[config.mk]
export PLATFORM = sky130hd
export DESIGN_NAME = fwd_unit
export DESIGN_NICKNAME = d
export VERILOG_FILES = /design/src/rtl/fwd_pkg.sv /design/src/rtl/fwd_datapath.sv /design/src/rtl/fwd_control.sv /design/src/rtl/fwd_unit.sv
export SDC_FILE = /design/constraint.sdc
export NUM_CORES = 1
export LEC_CHECK = 0
export BUFFER_PORTS_ARGS = -buffer_cell sky130_fd_sc_hd__buf_2
export CORE_UTILIZATION = 30
export DETAILED_ROUTE_END_ITERATION = 16
export PLACE_DENSITY = 0.8
export SETUP_SLACK_MARGIN = 0.5
export SLEW_MARGIN = 20
export SYNTH_ARGS = -nofsm -noshare
export SYNTH_HDL_FRONTEND = slang
export SYNTH_SLANG_ARGS = --single-unit
[constraint.sdc]
create_clock -name vclk -period 2.05
set_input_delay 0.41 -clock vclk [all_inputs]
set_output_delay 0.41 -clock vclk [all_outputs]
set_load 0.01 [all_outputs]
[src/rtl/fwd_pkg.sv]
package fwd_pkg;

  typedef enum logic [2:0] {
    CLS_ALU_R  = 3'd0,
    CLS_ALU_I  = 3'd1,
    CLS_LOAD   = 3'd2,
    CLS_STORE  = 3'd3,
    CLS_BRANCH = 3'd4,
    CLS_NOP    = 3'd5
  } instrClassT;

  localparam logic [1:0] SEL_REGFILE = 2'b00;
  localparam logic [1:0] SEL_EXMEM   = 2'b10;
  localparam logic [1:0] SEL_MEMWB   = 2'b01;

  // Match strobes handed from the datapath to the control.
  typedef struct packed {
    logic memRs;
    logic memRt;
    logic wbRs;
    logic wbRt;
    logic wbStore;
  } hitT;

  function automatic logic writesRd(input instrClassT c);
    return c == CLS_ALU_R;
  endfunction

  function automatic logic writesRt(input instrClassT c);
    return (c == CLS_ALU_I) || (c == CLS_LOAD);
  endfunction

  function automatic logic readsRt(input instrClassT c);
    return (c == CLS_ALU_R) || (c == CLS_STORE) || (c == CLS_BRANCH);
  endfunction

endpackage

[src/rtl/fwd_datapath.sv]
module fwd_datapath
  import fwd_pkg::*;
#(
  parameter int INSTR_W = 32,
  parameter int REG_W   = 5,
  parameter int RS_LSB  = 21,
  parameter int RT_LSB  = 16,
  parameter int RD_LSB  = 11
) (
  input  logic [INSTR_W-1:0] exInstr,
  input  logic [INSTR_W-1:0] memInstr,
  input  instrClassT         memCls,
  input  logic               memRegWe,
  input  logic [INSTR_W-1:0] wbInstr,
  input  instrClassT         wbCls,
  input  logic               wbRegWe,
  output hitT                hits
);

  localparam int NUM_PROD = 2;   // 0: execute/memory, 1: memory/writeback
  localparam int WB_IDX   = NUM_PROD - 1;

  logic [REG_W-1:0] exRs, exRt, memRt;
  assign exRs  = exInstr[RS_LSB +: REG_W];
  assign exRt  = exInstr[RT_LSB +: REG_W];
  assign memRt = memInstr[RT_LSB +: REG_W];

  logic [NUM_PROD-1:0][INSTR_W-1:0] prodInstr;
  instrClassT                       prodCls [NUM_PROD];
  logic [NUM_PROD-1:0]              prodWe;
  logic [NUM_PROD-1:0][REG_W-1:0]   prodDst;
  logic [NUM_PROD-1:0]              prodLive;
  logic [NUM_PROD-1:0]              rsHit, rtHit;

  assign prodInstr[0] = memInstr;
  assign prodInstr[1] = wbInstr;
  assign prodCls[0]   = memCls;
  assign prodCls[1]   = wbCls;
  assign prodWe[0]    = memRegWe;
  assign prodWe[1]    = wbRegWe;

  for (genvar p = 0; p < NUM_PROD; p++) begin : g_prod
    always_comb begin
      prodDst[p]  = writesRd(prodCls[p]) ? prodInstr[p][RD_LSB +: REG_W]
                                         : prodInstr[p][RT_LSB +: REG_W];
      prodLive[p] = prodWe[p]
                    && (writesRd(prodCls[p]) || writesRt(prodCls[p]))
                    && (prodDst[p] != '0);
    end
    assign rsHit[p] = prodLive[p] && (prodDst[p] == exRs);
    assign rtHit[p] = prodLive[p] && (prodDst[p] == exRt);
  end

  always_comb begin
    hits.memRs   = rsHit[0];
    hits.memRt   = rtHit[0];
    hits.wbRs    = rsHit[WB_IDX];
    hits.wbRt    = rtHit[WB_IDX];
    hits.wbStore = prodLive[WB_IDX] && (prodDst[WB_IDX] == memRt);
  end

  always_comb begin
    if (hits.memRs || hits.wbRs) begin
      assert_no_zero_match_R5: assert (exRs != '0);
    end
    if (hits.memRs || hits.memRt) begin
      assert_mem_enabled_R6: assert (memRegWe && memCls != CLS_STORE && memCls != CLS_BRANCH);
    end
  end

endmodule

[src/rtl/fwd_control.sv]
module fwd_control
  import fwd_pkg::*;
(
  input  hitT        hits,
  input  instrClassT exCls,
  input  instrClassT memCls,
  input  instrClassT wbCls,
  output logic [1:0] opASel,
  output logic [1:0] opBSel,
  output logic       storeDataSel
);

  always_comb begin
    opASel = SEL_REGFILE;
    opBSel = SEL_REGFILE;
    if (exCls != CLS_NOP) begin
      // Younger producer first.
      if (hits.memRs)     opASel = SEL_EXMEM;
      else if (hits.wbRs) opASel = SEL_MEMWB;
    end
    if (readsRt(exCls)) begin
      if (hits.memRt)     opBSel = SEL_EXMEM;
      else if (hits.wbRt) opBSel = SEL_MEMWB;
    end
    storeDataSel = hits.wbStore && (memCls == CLS_STORE) && (wbCls == CLS_LOAD);
  end

  always_comb begin
    if (opBSel != SEL_REGFILE) begin
      assert_b_needs_rt_R4: assert (exCls == CLS_ALU_R || exCls == CLS_STORE || exCls == CLS_BRANCH);
    end
    if (opASel == SEL_MEMWB) begin
      assert_young_first_R3: assert (!hits.memRs);
    end
    if (exCls == CLS_NOP) begin
      assert_nop_quiet_R9: assert (opASel == SEL_REGFILE && opBSel == SEL_REGFILE);
    end
    if (storeDataSel) begin
      assert_store_from_load_R7: assert (hits.wbStore && wbCls == CLS_LOAD);
    end
  end

endmodule

[src/rtl/fwd_unit.sv]
module fwd_unit
  import fwd_pkg::*;
#(
  parameter int INSTR_W = 32,
  parameter int REG_W   = 5,
  parameter int RS_LSB  = 21,
  parameter int RT_LSB  = 16,
  parameter int RD_LSB  = 11
) (
  input  logic [INSTR_W-1:0] exInstr,
  input  logic [2:0]         exClass,
  input  logic [INSTR_W-1:0] memInstr,
  input  logic [2:0]         memClass,
  input  logic               memRegWe,
  input  logic [INSTR_W-1:0] wbInstr,
  input  logic [2:0]         wbClass,
  input  logic               wbRegWe,
  output logic [1:0]         opASel,
  output logic [1:0]         opBSel,
  output logic               storeDataSel
);

  instrClassT exCls, memCls, wbCls;
  assign exCls  = instrClassT'(exClass);
  assign memCls = instrClassT'(memClass);
  assign wbCls  = instrClassT'(wbClass);

  hitT hits;

  fwd_datapath #(
    .INSTR_W(INSTR_W), .REG_W(REG_W),
    .RS_LSB(RS_LSB), .RT_LSB(RT_LSB), .RD_LSB(RD_LSB)
  ) u_dp (
    .exInstr (exInstr),
    .memInstr(memInstr),
    .memCls  (memCls),
    .memRegWe(memRegWe),
    .wbInstr (wbInstr),
    .wbCls   (wbCls),
    .wbRegWe (wbRegWe),
    .hits    (hits)
  );

  fwd_control u_ctl (
    .hits        (hits),
    .exCls       (exCls),
    .memCls      (memCls),
    .wbCls       (wbCls),
    .opASel      (opASel),
    .opBSel      (opBSel),
    .storeDataSel(storeDataSel)
  );

endmodule

---- Word level (Yosys, flattened, before mapping) ----
Index checks and enable logic that the tools add are counted.
word-level totals
  register bits after elaboration ......... 0
  input bits .............................. 107
  output and inout bits ................... 5
  logic and storage cells ................. 43
operators by class
  eq/ne operators ......................... 13
  mux-type cells .......................... 8
  reduce and logical (&&, ||, !) cells .... 22
operators by type and width
  operator              count
  $eq A5 B5 Y1          5
  $eq A3 B2 Y1 const B  4
  $logic_and A1 B1 Y1   11
  $mux W5               2
  $reduce_bool A5 Y1    2
  $logic_not A3 Y1      3
  $mux W2               4
  $eq A3 B1 Y1 const B  2
  $logic_or A1 B1 Y1    6
  $eq A3 B3 Y1 const B  1
  $ne A3 B3 Y1 const B  1
  $mux W1               2

---- Logic depth before layout (Yosys ltp) ----
Gate-level depths: netlist of run 1.
  depth in word-level cells ............... 9
  depth in mapped cells ................... 7

---- By module ----
Synthesis of run 1 repeated with hierarchy kept, for this count alone.
second synthesis, totals
  cells, all modules ...................... 132
  area, all modules ....................... 913.4 µm²
by module, submodules not included
  module        times used  cells an instance  area an instance (µm²)
  fwd_datapath  1           121                823.3
  fwd_control   1           11                 90.1

---- Worst setup path after synthesis of run 1 ----
No wires, ideal clock.
  path kind ............................... input-to-output
  start point ............................. input port wbClass[1]
  end point ............................... output port opASel[0]
  arrival ................................. 1.875 ns
  setup slack ............................. -0.235 ns
  stages on the path ...................... 5
  cells stage by stage .................... nor3_2 > mux2_2 > xor2_1 > or4_1 > a211oi_2
on the way
  word-level cells in the longest chain between the ends .. 9
RTL lines
  element                                                          RTL line            RTL
  start, declared                                                  fwd_unit.sv:16      input logic [2:0] wbClass,
  parallel branches: the longest is 5 deep, another holds $mux W5  n/a
  $logic_and A1 B1 Y1 (*)                                          fwd_datapath.sv:50  assign rsHit[p] = prodLive[p] && (prodDst[p] == exRs);
  $mux W1 (*)                                                      fwd_control.sv:19   else if (hits.wbRs) opASel = SEL_MEMWB;
  $mux W2 (*)                                                      fwd_control.sv:18   if (hits.memRs) opASel = SEL_EXMEM;
  $mux W2 (*)                                                      fwd_control.sv:16   if (exCls != CLS_NOP) begin
  end, declared                                                    fwd_unit.sv:18      output logic [1:0] opASel,
Every way passes the cells marked *.

---- Worst setup path in the final report of run 1 ----
  start point ............................. input port wbClass[2]
  end point ............................... output port opASel[0]
The elaborated chain is that of the path after synthesis.

==> flow_summary.ini, run 1 <==
[sta]
slew_headroom_pct = 73.4
worst_slew_pin_slew_ps = 396
hold_viol_final = 0
period_share_pct = 117
fmax_ghz = 0.415
setup_viol = 5
slew_violations = 0
fin_ws_ps = -357
totalNegativeSetupSlack_ps = -1260
period_minus_slack_ps = 2410
rsz0062_at_grt = true

[layout]
mostFrequentLayoutCell = buf_2
nets = 314
syn2layout_area_growth_pct = 77.3
design.seq.count = 0
final_cell_mix = 42 x buf_2, 30 x buf_4, 12 x xnor2_1
drive_above_1_share_pct = 52.2
n_antenna_cell = 0
clkbuf_count = 0
seq_area_um2 = 0

[logic_synthesis]
synth_area_per_cell_um2 = 6.69
ys_types = 39
netlist_area_um2 = 856
postSynthCellCount = 128
synth_fp_nets = 235
ys_seq_area_share_pct = 0
yosysWarnings = 0

[run_status]
status = finished with violations
violations = negative setup slack

[min_path]
holdPathEnd = opBSel[1]
hold_path.class = in -> out
worstHoldStart = exClass[0]
min_delay_path_depth = 5

[placement]
post-place-ws_ps = -368
hpwl_um = 2510
place.gp.congestion = 0.948
io_buffers = 46

[global_routing]
track_usage_pct = 20.6
overflow = 0
antenna_found_initial = 0
grt_pass1_wl_um = 5290
first_global_vias = 1176
grt_max_degree = 7

[detailed_routing]
drc_errors = 0
wirelength_um = 3170
num_vias = 1252
wire_per_inst_um = 13.4
drtIter0Drc = 39
dr.pass1.iters = 4
via_per_inst = 5.31
ant_nets = 0

[floorplanning]
chipHeight_um = 55.4
start_util_pct = 31.3
dieArea_um2 = 3070
placementRows = 19
core_um2 = 2730
fp.dieW_um = 55.4
ios = 112

[power]
pwr-share-comb_pct = 100.0
pwr_density_cell_nw_per_um2 = 199
ir_worst_vdd_uv = 114
power_frac_seq_pct = 0
switching_share_pct = 46.4
p_leak_nw = 0.689
p_int_mw = 0.162
switchingPower_mw = 0.140
p_clk_share_pct = 0

[worst_setup_path]
cp.required_ps = 1640
crit_start = wbClass[2]
path_class = in -> out
cp-start-kind = primary input
endpoint_kind = output pin
cp_max_fo = 3
cp_data_arrival_time_ps = 2000

[clocking]
hold_buffers = 0

[flow_run]
maxCapViolations = 0
[metrics by stage]
step	cells	hold WS (ps)	area, µm²	power [mW]	util (%)
2_1_floorplan	128	984	892	0.124	-
3_3_place_gp	233	1270	1360	0.256	49.9
3_5_place_dp	233	1260	1360	0.261	49.9
4_1_cts	236	1260	1460	0.284	53.5
5_1_grt	236	1290	1520	0.328	55.5
6_report	236	1270	1520	0.302	55.5
[how the worst max path moves through the flow]
stage	to	slack, ps
floorplan	opASel[0]	-130
global placement	opASel[0]	-360
detailed placement	opASel[0]	-370
CTS	opASel[0]	-370
global route	opASel[0]	-400
finish	opASel[0]	-360
[metal layers]
layer	part of all wire (%)	wire length, µm	vias to the layer above	global-route usage [%]
li1	-	-	633	-
met1	44	1390	570	28.7
met2	50	1600	49	37.9
met3	5.5	173	0	0
met4	0	0	0	0
met5	0	0	-	0
[critical path: stages]
cell,delay (ps)
buf_8,100
nor3_4,240
mux2i_1,310
nor2_1,70
or4_1,530
a211oi_2,170
buf_2,160
[power groups by stage]
stage | combinational [mW] | clock (mW) | sequential (mW)
after global placement | 0.256 | 0 | 0
after detailed placement | 0.261 | 0 | 0
after global routing | 0.328 | 0 | 0
after CTS | 0.284 | 0 | 0
final | 0.302 | 0 | 0
after floorplan | 0.124 | 0 | 0
[synthesized netlist by cell type (3+ instances only)]
library cell	number	share of area (%)
a211oi_1	3	2.6
inv_1	6	2.6
xor2_1	8	8.2
xnor2_1	12	12
o21ai_0	5	2.9
nand2b_1	4	2.9
nand2_1	9	3.9
o211ai_1	3	2.6
o31ai_1	3	2.6
a31oi_1	3	2.2
mux2i_1	5	5.8
nand3_1	6	3.5
nor3_1	3	1.8
nor2b_1	3	2.2
or4_1	5	4.4
nor2_1	13	5.7
or2_2	4	2.9
a21oi_1	8	4.7
[area by class of cell]
type / instances / area [µm²]
inverters: 6 / 22.5
multi-input cells: 118 / 916
repair buffers: 81 / 541
fillers: 260 / 1220
well taps: 31 / 38.8
[cells by family (layout without fill, tap and decap cells)]
group / Yosys count / after routing / share of synthesized area, %
buffers and inverters: 10 / 87 / 6.14
multiplexers: 6 / 6 / 7.16
AO/OA/AOI/OAI: 31 / 31 / 24.0
AND/OR/NAND/NOR: 61 / 61 / 42.3
XOR/XNOR: 20 / 20 / 20.5
[what timing repair did]
| item | CTS | global route |
|---|---|---|
| pin swaps | 6 | 6 |
| resized for setup | 18 | 13 |
| setup endpoints to repair | 5 | 5 |
| buffers inserted | 3 | 0 |
| gates cloned | 0 | 0 |
(Power assumes the default switching activity.)
==> run 2, diff against run 1 <==
--- a/config.mk
+++ b/config.mk
@@ -6,6 +6,8 @@
 export NUM_CORES = 1
 export LEC_CHECK = 0
 export BUFFER_PORTS_ARGS = -buffer_cell sky130_fd_sc_hd__buf_2
+export CORE_ASPECT_RATIO = 0.5
+export CORE_MARGIN = 2
 export CORE_UTILIZATION = 30
 export DETAILED_ROUTE_END_ITERATION = 16
 export PLACE_DENSITY = 0.8
==> constraint.sdc (replaced) <==
create_clock -name vclk -period 2.05
set_input_delay 0.3075 -clock vclk [all_inputs]
set_output_delay 0.3075 -clock vclk [all_outputs]
set_load 0.01 [all_outputs]
==> flow_summary.ini, run 2 (synthesized netlist as in run 1, its figures left out) <==
[run_status]
status = finished with violations
violations = negative setup slack

[power]
p_leak_nw = 0.645
ir_worst_vdd_uv = 73.6
p_total_mw = 0.283
pwr_density_cell_nw_per_um2 = 197

[sta]
rsz0062_at_grt = true
setup_viol = 4
period_minus_slack_ps = 2180
fin_ws_ps = -126
hold_viol_final = 0
slew_headroom_pct = 71.0
period_share_pct = 106
worst_slew_pin_slew_ps = 431
fmax_ghz = 0.460
slew_violations = 0

[floorplanning]
fp.dieW_um = 79.5
ios = 112
start_util_pct = 32.3
chipHeight_um = 41.8
core_um2 = 2650
placementRows = 13
dieArea_um2 = 3320

[detailed_routing]
via_per_inst = 5.38
num_vias = 1258
drtIter0Drc = 139
drc_errors = 0
dr.pass1.iters = 4
wire_per_inst_um = 13.9
ant_nets = 0
wirelength_um = 3260

[placement]
hpwl_um = 2640
io_buffers = 46
place.gp.congestion = 0.848
post-place-ws_ps = -147

[worst_setup_path]
cp-start-kind = primary input
cp.required_ps = 1740
cp_data_arrival_time_ps = 1870
endpoint_kind = output pin
path_class = in -> out
cp_max_fo = 3

[global_routing]
grt_pass1_wl_um = 5370
grt_use_met1_pct = 24.4
use_met3_pct = 1.09
first_global_vias = 1264
met2_usage_pct = 36.5
antenna_found_initial = 0
overflow = 0
grt_max_degree = 8
top_usage_layer = met2
track_usage_pct = 19.7

[layout]
n_antenna_cell = 0
seq_area_um2 = 0
drive_above_1_share_pct = 48.2
design.seq.count = 0
syn2layout_area_growth_pct = 67.8
nets = 306
final_cell_mix = 42 x buf_2, 23 x buf_4, 12 x xnor2_1
nFillCells = 234
mostFrequentLayoutCell = buf_2
clkbuf_count = 0
multi_input_area_um2 = 887

[min_path]
hold_path.class = in -> out

[flow_run]
maxCapViolations = 0
==> run 2: cell count changes in the layout (fill, tap and decap cells not counted), sizes merged <==
cell | previous run | this run
buf | 81 | 73
==> run 2: path summary, 6_finish.rpt <==
| kind | start | endpoint | slack [ps] | depth (start not counted) |
|---|---|---|---|---|
| max | wbClass[0] | opASel[0] | -130 | 7 |
| min | exClass[0] | opBSel[1] | 1060 | 5 |
==> run 2: final cells by class <==
class / count / area share (%)
inverters: 6 / 1.57
repair buffers: 73 / 33.4
well taps: 37 / 3.22
multi-input cells: 118 / 61.8
==> run 2: timing repair <==
action | CTS | global route
cloned | 0 | 0
buffers inserted | 4 | 0
hold buffers | 0 | 0
resized for setup | 18 | 8
setup endpoints to repair | 5 | 5
pin swaps | 9 | 4
==> run 2: metal layers <==
metal	up-vias	routed length (µm)
met1	603	1390
met4	0	75
met3	8	157
met5	-	0
met2	32	1640
li1	615	-
==> run 2: power breakdown <==
| part | internal (mW) | switching [mW] | total (mW) |
|---|---|---|---|
| registers | 0 | 0 | 0 |
| logic | 0.147 | 0.135 | 0.283 |
| clock network | 0 | 0 | 0 |
| total | 0.147 | 0.135 | 0.283 |
==> run 2: metrics by stage <==
stage                     area, µm²  setup TNS [ps]  cells  utilization, %  hold WS, ps
final                          1440            -240    234            54.2         1060
after global routing           1440            -580    234            54.2         1090
after CTS                      1410            -255    234            53.2         1050
after detailed placement       1300            -418    230            49.2         1060
after global placement         1300            -331    230            49.2         1060
after floorplan                 892               0    128               -          779
==> run 2: critical path, cell delays in order <==
cell      delay (ps)
buf_8            100
nor3_4           250
mux2_4           350
xor2_1           140
or4_1            410
a211oi_2         150
buf_2            160
==> run 3, diff against run 2 <==
--- a/config.mk
+++ b/config.mk
@@ -11,8 +11,7 @@
 export CORE_UTILIZATION = 30
 export DETAILED_ROUTE_END_ITERATION = 16
 export PLACE_DENSITY = 0.8
-export SETUP_SLACK_MARGIN = 0.5
-export SLEW_MARGIN = 20
+export SETUP_SLACK_MARGIN = 0.4
 export SYNTH_ARGS = -nofsm -noshare
 export SYNTH_HDL_FRONTEND = slang
 export SYNTH_SLANG_ARGS = --single-unit
==> constraint.sdc (replaced) <==
create_clock -name vclk -period 2.05
set_input_delay 0.3075 -clock vclk [all_inputs]
set_output_delay 0.3075 -clock vclk [all_outputs]
set_load 0.02 [all_outputs]
==> flow_summary.ini, run 3 (synthesized netlist as in run 1, its figures left out) <==
[power]
p_leak_nw = 0.696
pwr_density_cell_nw_per_um2 = 198
ir_worst_vdd_uv = 74.6

[layout]
seq_area_um2 = 0
nets = 312
instances_no_fill = 240
n_antenna_cell = 0
utilization_pct = 60.1
clkbuf_count = 0
design.seq.count = 0
syn2layout_area_growth_pct = 86.1
drive_above_1_share_pct = 53.2
final_cell_mix = 37 x buf_2, 27 x buf_4, 11 x nor2_1, 11 x buf_6, 10 x xnor2_1
final_cell_area_um2 = 1590
mostFrequentLayoutCell = buf_2

[detailed_routing]
wirelength_um = 3610
dr.pass1.iters = 4
ant_nets = 0
via_per_inst = 5.44
drtIter0Drc = 91
drc_errors = 0
num_vias = 1305
wire_per_inst_um = 15.0

[sta]
totalNegativeSetupSlack_ps = -534
rsz0062_at_grt = true
fin_ws_ps = -166
setup_viol = 5
fmax_ghz = 0.451
slew_headroom_pct = 70.9
worst_slew_pin_slew_ps = 433
slew_violations = 0
period_minus_slack_ps = 2220
hold_viol_final = 0
period_share_pct = 108

[global_routing]
grt_pass1_wl_um = 5550
grt_max_degree = 8
first_global_vias = 1234
track_usage_pct = 20.3
antenna_found_initial = 0
overflow = 0

[worst_setup_path]
crit_buf_inv = 2
critical-path-max-stage-delay_ps = 430
cp_data_arrival_time_ps = 1910
cp-start-kind = primary input
path_class = in -> out
slowest_stage = or4_4
cp_max_fo = 3
endpoint_kind = output pin
cp.required_ps = 1740
cp_num_cells = 7
crit_chain = buf_8, nor3_4, mux2_4, xor2_1, or4_4, a211oi_4, buf_6
path_delay_family = simple AND/OR/NAND/NOR gates

[flow_run]
maxCapViolations = 0

[floorplanning]
core_um2 = 2650
start_util_pct = 32.3
ios = 112
dieArea_um2 = 3320
fp.dieW_um = 79.5
chipHeight_um = 41.8
placementRows = 13

[placement]
dp.cells = 235
io_buffers = 46
place.gp.congestion = 0.961
hpwl_um = 2660
placed_cell_area_um2 = 1350
post-place-ws_ps = -206

[run_status]
violations = negative setup slack
status = finished with violations

[min_path]
min_delay_path_depth = 4
holdPathEnd = opASel[1]
worstHoldStart = exClass[1]
hold_path.class = in -> out
-- run 3: stage by stage --
stage | hold slack (ps) | power (mW)
final | 1130 | 0.316
after global routing | 1140 | 0.339
after CTS | 1100 | 0.285
after detailed placement | 1090 | 0.257
after global placement | 1090 | 0.249
after floorplan | 817 | 0.127
-- run 3: final cells by class --
type                            instances  area [µm²]
Fill cell                             203        1060
Multi-Input combinational cell        118         947
Timing Repair Buffer                   79         577
Tap cell                               37        46.3
Inverter                                6        22.5
-- run 3: where the power goes --
group,internal (mW),switching (mW)
sequential,0,0
clock,0,0
combinational,0.164,0.152
-- run 3: how the worst max path moves through the flow --
stage                 from         to  slack, ps
6_report        wbClass[0]  opASel[0]       -170
5_1_grt         wbClass[0]  opASel[0]       -210
4_1_cts         wbClass[2]  opASel[0]       -140
3_5_place_dp    wbClass[1]  opASel[0]       -210
3_3_place_gp    wbClass[1]  opASel[0]       -200
2_1_floorplan  memClass[1]  opASel[0]         30
-- run 3: worst min-delay path, stage by stage --
cell,delay [ps]
buf_2,110
nor2_1,60
and3b_2,230
buf_6,110
-- run 3: routing by layer --
layer / vias up / global-route usage [%] / routed length, µm
li1: 627 / - / -
met1: 606 / 26.0 / 1390
met2: 62 / 39.3 / 1850
met3: 10 / 0.435 / 309
met4: 0 / 2.07 / 56
met5: - / 0 / 0
-- run 3: timing repair --
item / in CTS / in global routing
cloned: 0 / 0
pin swaps: 5 / 4
setup endpoints to repair: 5 / 5
hold buffers: 0 / 0
setup buffers: 4 / 1
gates resized for setup: 27 / 16
